`src/rtl/pause_pkg.sv`:
```
package pause_pkg;
  localparam int unsigned ADDR_W = 48;
  localparam int unsigned FIELD_W = 16;

  localparam logic [ADDR_W-1:0]  PAUSE_MCAST_ADDR = 48'h0180C2000001;
  localparam logic [FIELD_W-1:0] CTRL_ETYPE       = 16'h8808;
  localparam logic [FIELD_W-1:0] PAUSE_OPCODE     = 16'h0001;

  typedef struct packed {
    logic [ADDR_W-1:0]  dst;
    logic [FIELD_W-1:0] etype;
    logic [FIELD_W-1:0] opcode;
  } ctrl_hdr_t;
endpackage

```
`src/rtl/pause_frame_filter.sv`:
```
module pause_frame_filter
  import pause_pkg::*;
(
  input  logic              done_i,
  input  logic              crc_ok_i,
  input  ctrl_hdr_t         hdr_i,
  input  logic [ADDR_W-1:0] station_addr_i,
  input  logic              ucast_en_i,
  input  logic              pause_en_i,
  output logic              accept_o
);
  logic addr_ok;
  logic hdr_ok;

  always_comb begin
    addr_ok = (hdr_i.dst == PAUSE_MCAST_ADDR) ||
              (ucast_en_i && (hdr_i.dst == station_addr_i));
    hdr_ok  = (hdr_i.etype == CTRL_ETYPE) && (hdr_i.opcode == PAUSE_OPCODE);
    accept_o = done_i && crc_ok_i && pause_en_i && addr_ok && hdr_ok;
  end
endmodule

```
`src/rtl/pause_quanta_timer.sv`:
```
module pause_quanta_timer #(
  parameter int unsigned QUANTA_W   = 16,
  parameter int unsigned PRESCALE_W = 3
) (
  input  logic                clk_i,
  input  logic                rst_ni,
  input  logic                load_i,
  input  logic [QUANTA_W-1:0] load_q_i,
  input  logic                busy_i,
  output logic                active_o
);
  logic [QUANTA_W-1:0] quanta_q;
  logic                count_en;
  logic                tick;

  assign active_o = (quanta_q != '0);
  // countdown frozen while a data frame is still going out
  assign count_en = active_o && !busy_i && !load_i;

  generate
    if (PRESCALE_W > 0) begin : g_pre
      localparam logic [PRESCALE_W-1:0] PRE_MAX = '1;
      logic [PRESCALE_W-1:0] pre_q;

      always_ff @(posedge clk_i or negedge rst_ni) begin
        if (!rst_ni)       pre_q <= '0;
        else if (load_i)   pre_q <= '0;
        else if (count_en) pre_q <= pre_q + 1'b1;
      end

      assign tick = count_en && (pre_q == PRE_MAX);

      assert_busy_freeze_R6: assert property (@(posedge clk_i) disable iff (!rst_ni)
        (busy_i && !load_i) |=> ($stable(pre_q) && $stable(quanta_q)));
      assert_load_restart_R7: assert property (@(posedge clk_i) disable iff (!rst_ni)
        load_i |=> (pre_q == '0));
    end else begin : g_nopre
      assign tick = count_en;
    end
  endgenerate

  always_ff @(posedge clk_i or negedge rst_ni) begin
    if (!rst_ni)     quanta_q <= '0;
    else if (load_i) quanta_q <= load_q_i;
    else if (tick)   quanta_q <= quanta_q - 1'b1;
  end

  assert_load_active_R2: assert property (@(posedge clk_i) disable iff (!rst_ni)
    (load_i && (load_q_i != '0)) |=> active_o);
  assert_zero_release_R8: assert property (@(posedge clk_i) disable iff (!rst_ni)
    (load_i && (load_q_i == '0)) |=> !active_o);
  assert_single_step_R7: assert property (@(posedge clk_i) disable iff (!rst_ni)
    !load_i |=> ((quanta_q == $past(quanta_q)) || (quanta_q == $past(quanta_q) - 1'b1)));
endmodule

```
`src/rtl/rx_pause_ctrl.sv`:
```
module rx_pause_ctrl
  import pause_pkg::*;
#(
  parameter int unsigned QUANTA_W   = 16,
  parameter int unsigned PRESCALE_W = 3
) (
  input  logic                clk_i,
  input  logic                rst_ni,
  input  logic                frm_done_i,
  input  logic                frm_crc_ok_i,
  input  logic [47:0]         frm_dst_i,
  input  logic [15:0]         frm_type_i,
  input  logic [15:0]         frm_opcode_i,
  input  logic [QUANTA_W-1:0] frm_quanta_i,
  input  logic [47:0]         station_addr_i,
  input  logic                ucast_en_i,
  input  logic                rx_pause_en_i,
  input  logic                tx_busy_i,
  output logic                pause_active_o
);
  ctrl_hdr_t hdr;
  logic      accept;

  assign hdr = '{dst: frm_dst_i, etype: frm_type_i, opcode: frm_opcode_i};

  pause_frame_filter i_filter (
    .done_i         (frm_done_i),
    .crc_ok_i       (frm_crc_ok_i),
    .hdr_i          (hdr),
    .station_addr_i (station_addr_i),
    .ucast_en_i     (ucast_en_i),
    .pause_en_i     (rx_pause_en_i),
    .accept_o       (accept)
  );

  pause_quanta_timer #(
    .QUANTA_W   (QUANTA_W),
    .PRESCALE_W (PRESCALE_W)
  ) i_timer (
    .clk_i    (clk_i),
    .rst_ni   (rst_ni),
    .load_i   (accept),
    .load_q_i (frm_quanta_i),
    .busy_i   (tx_busy_i),
    .active_o (pause_active_o)
  );

  assert_disabled_idle_R4: assert property (@(posedge clk_i) disable iff (!rst_ni)
    (!rx_pause_en_i && !pause_active_o) |=> !pause_active_o);
  assert_bad_crc_idle_R5: assert property (@(posedge clk_i) disable iff (!rst_ni)
    (!frm_crc_ok_i && !pause_active_o) |=> !pause_active_o);
  assert_no_strobe_idle_R3: assert property (@(posedge clk_i) disable iff (!rst_ni)
    (!frm_done_i && !pause_active_o) |=> !pause_active_o);
endmodule

```
`config.mk`:
```
export PLATFORM = sky130hd
export DESIGN_NAME = rx_pause_ctrl
export DESIGN_NICKNAME = d
export VERILOG_FILES = /design/src/rtl/pause_pkg.sv /design/src/rtl/pause_frame_filter.sv /design/src/rtl/pause_quanta_timer.sv /design/src/rtl/rx_pause_ctrl.sv
export SDC_FILE = /design/constraint.sdc
export NUM_CORES = 1
export LEC_CHECK = 0
export ABC_CLOCK_PERIOD_IN_PS = 2900
export BUFFER_PORTS_ARGS = -buffer_cell sky130_fd_sc_hd__buf_2
export CORE_MARGIN = 1
export CORE_UTILIZATION = 39
export CTS_CLUSTER_DIAMETER = 150
export DETAILED_ROUTE_END_ITERATION = 8
export PLACE_DENSITY = 0.9
export SETUP_SLACK_MARGIN = 0.02
export SYNTH_ARGS = -nofsm -noshare
export SYNTH_HDL_FRONTEND = slang
export SYNTH_SLANG_ARGS = --single-unit
```
`constraint.sdc`:
```
create_clock -name clk_i -period 2.9 [get_ports clk_i]
set_clock_uncertainty 0.15 [all_clocks]
set_input_delay 0 -clock clk_i [delete_from_list [all_inputs] [get_ports clk_i]]
set_output_delay 0 -clock clk_i [all_outputs]
set_load 0.005 [all_outputs]
```
==> run metrics <==
run status finished, violations left; failing checks DRC; count leader, synth xor2_1; Critical Path AT 2720 ps; vias in the first global route 2,336; Synth Area in Compound Gates 6.16%; Synth cell types 33; Yosys top cell by area dfrtp_1; slowest cell on the critical path or4_4; Reg2Reg Launch Point i_timer.quanta_q[10]; Post-synth top flop dfrtp_1; CTS Sinks 19; I/O pins 152; Core Area 4440 µm²; Adder-Cell Fraction of Synth Area 2.03%; Gate Count Post-Synth 204; Critical Path End Type register; vias per inst 5.30; post-synth top area share 25.7%; Max Cap Violations 0; Std-Cell Rows 24; CTS tree built; final hold viol count 0; unrepaired setup endpoints after global routing false; RD Place Congestion 0.915; Worst-path clk slew 80 ps; Nets 529; simple-gate share of the synthesized area 26.4%; Synth Warn # 0; post-CTS resize count 0; Post-route DRC 26; Clock Path Buffers 2; die width 70.9 µm; htree depth 1; 1st-pass router iterations 6; HP Class input port to asynchronous set/reset pin; crit path time final 2710 ps; Cells after DPL 405; setup TNS 0 ps; final wirelength 6690 µm; Detailed Route Iter0 Violations 112; root buf cell clkbuf_8; GRT Util Overall 26.8%; final worst path period share 93.5%; setup bufs post-CTS 0; post-synthesis mux area share 10.8%; first-pass GRT wire length 10,400 µm; post-route insts no fill 427; largest family of logic cells by synthesized area simple AND/OR/NAND/NOR gates; Die Height 70.9 µm; Setup CP Type register to register; crit path cell chain or4_4 > or3_4 > o31a_1 > nand4_1 > nor2_1 > xor2_1 > mux2_2; I/O Buffers 151; top cells by area, synth dfrtp_1 26%, xor2_1 16%, mux2_2 9.7%, xnor2_1 9.0%, nor4_1 5.8%; initial antenna violation count 1; Post-Synth XOR/XNOR Area 25.1%; post-synthesis cell area 1850 µm²; startpoint types register; Routed Antenna Nets 0; Crit path required time 2910 ps; HPWL Detailed 5630 µm; Fill cells 373; DR WL/cell 15.7 µm; Slew HR 66.6%; area occupied by registers 475 µm²; Fmax 369 MHz; PwrDens 236 nW/µm²; top cells by count, synth 34 x xor2_1, 19 x dfrtp_1, 19 x xnor2_1; Max VDD drop 0.000307 V; synth-to-layout area growth 55.5%; layout cell share with drive strength beyond 1 47.3%; Synth Register Bits 19; Starting Density 41.6%; DIE AREA 5020 µm²; Async S/R FF share, synth 100%; Slew @ Worst Pin 494 ps; CTS buffer count 3; Setup crit start i_timer.quanta_q[10]; syn_area_per_cell 9.07 µm²; total gr overflow 0; Max Slew Vio Count 0; final setup fails 0; clk_lat worst skew 270 ps; via count 2,262; Crit path largest cell delay 560 ps; pin count of the biggest net entering global routing 20; post-synth net total 358; Leakage 0.00154 µW; Seq/Total Area, Yosys 25.7%; CP Max Fanout 6; multi-input combinational cell area 1300 µm²; Post-synth EDFFs 0
worst paths after layout:
| check | end | slack [ps] | cells after the start |
|---|---|---|---|
| min reg2reg | i_timer.g_pre.pre_q[2] | 410 | 2 |
| max reg2reg | i_timer.quanta_q[13] | 190 | 7 |
| max in group asynchronous | i_timer.quanta_q[5] | 2220 | 2 |
| min in group clk_i | i_timer.g_pre.pre_q[0] | 150 | 5 |
| min | i_timer.g_pre.pre_q[2] | 60 | 2 |
| max | i_timer.quanta_q[13] | 190 | 7 |
cell type report:
type	count	share of cell area, %
diodes	1	0.0870
clock inverters	1	0.174
flip-flops and latches	19	16.5
well taps	52	2.26
clock buffers	3	1.44
inverters	13	1.70
multi-input cells	169	45.3
repair buffers	169	32.5
layout by cell type, fill, tap and decap left out:
cell type      count
mux2i_1            2
nor2b_1            1
ha_1               3
inv_1             13
diode_2            1
nor2_1            11
and3_1             1
o31a_1             1
o2bb2ai_1          2
buf_4              1
o21ai_0            1
or3_1              2
nor3_1            10
mux2_2            16
nand2_1            7
dlygate4sd3_1     17
o211ai_2           1
a22o_1             2
nand4_1           10
or3_4              2
o21a_1             1
nand3_1            4
xnor2_1           19
nor4_1            17
nor4b_1           12
or4b_2             1
a21oi_1            1
a22oi_1            1
o22ai_1            4
o31ai_1            1
clkbuf_8           3
or4_4              1
dfrtp_1           19
or4_1              1
clkinv_2           1
buf_2            151
xor2_1            34
power by group:
group | total [µW] | leakage [µW] | switching, µW | internal [µW]
logic | 222 | 0.00125 | 93.2 | 129
clock network | 191 | 0.0000255 | 95.1 | 96.0
registers | 265 | 0.000266 | 0 | 265
total | 678 | 0.00154 | 188 | 490
worst max-delay path: cells and delay by family (launching register included):
family / cells / cell delay [ps]
simple gates: 4 / 1240
flops: 1 / 400
compound gates: 1 / 390
mux: 1 / 270
xor+xnor: 1 / 150
per-stage QoR:
stage	cell area [µm²]	util (%)	worst slack [ps]	hold slack [ps]	power (µW)
detailed placement	2660	59.8	220	-183	473
global placement	2660	59.8	283	-195	469
floorplan	1850	-	352	-446	334
finish	2880	64.7	188	61.2	678
CTS	2870	64.6	194	60.3	679
global route	2880	64.7	110	108	708
what timing repair did:
item	4_1_cts	5_1_grt
endpoints found under the setup margin	0	0
hold buffers	17	0
endpoints found under the hold margin	35	0
logic make-up after synthesis:
family / Yosys count
muxes: 18
and+or+nand+nor: 80
adders and majority gates: 3
AOI/OAI and AO/OA: 15
DFF: 19
buffers and inverters: 16
xor gates and xnor gates: 53
registers in the layout, indices dropped and copies added, names as in the netlist:
signal               flops
i_timer.quanta_q        16
i_timer.g_pre.pre_q      3
layer usage:
layer / global-route usage [%] / part of all wire, % / up-vias
met5: 0 / 0 / -
met4: 13.8 / 4.5 / 0
met1: 26.8 / 35 / 1016
li1: - / - / 1100
met2: 52.5 / 53 / 123
met3: 4.84 / 7.1 / 23
Note: power is estimated with default switching activity, not from simulation.
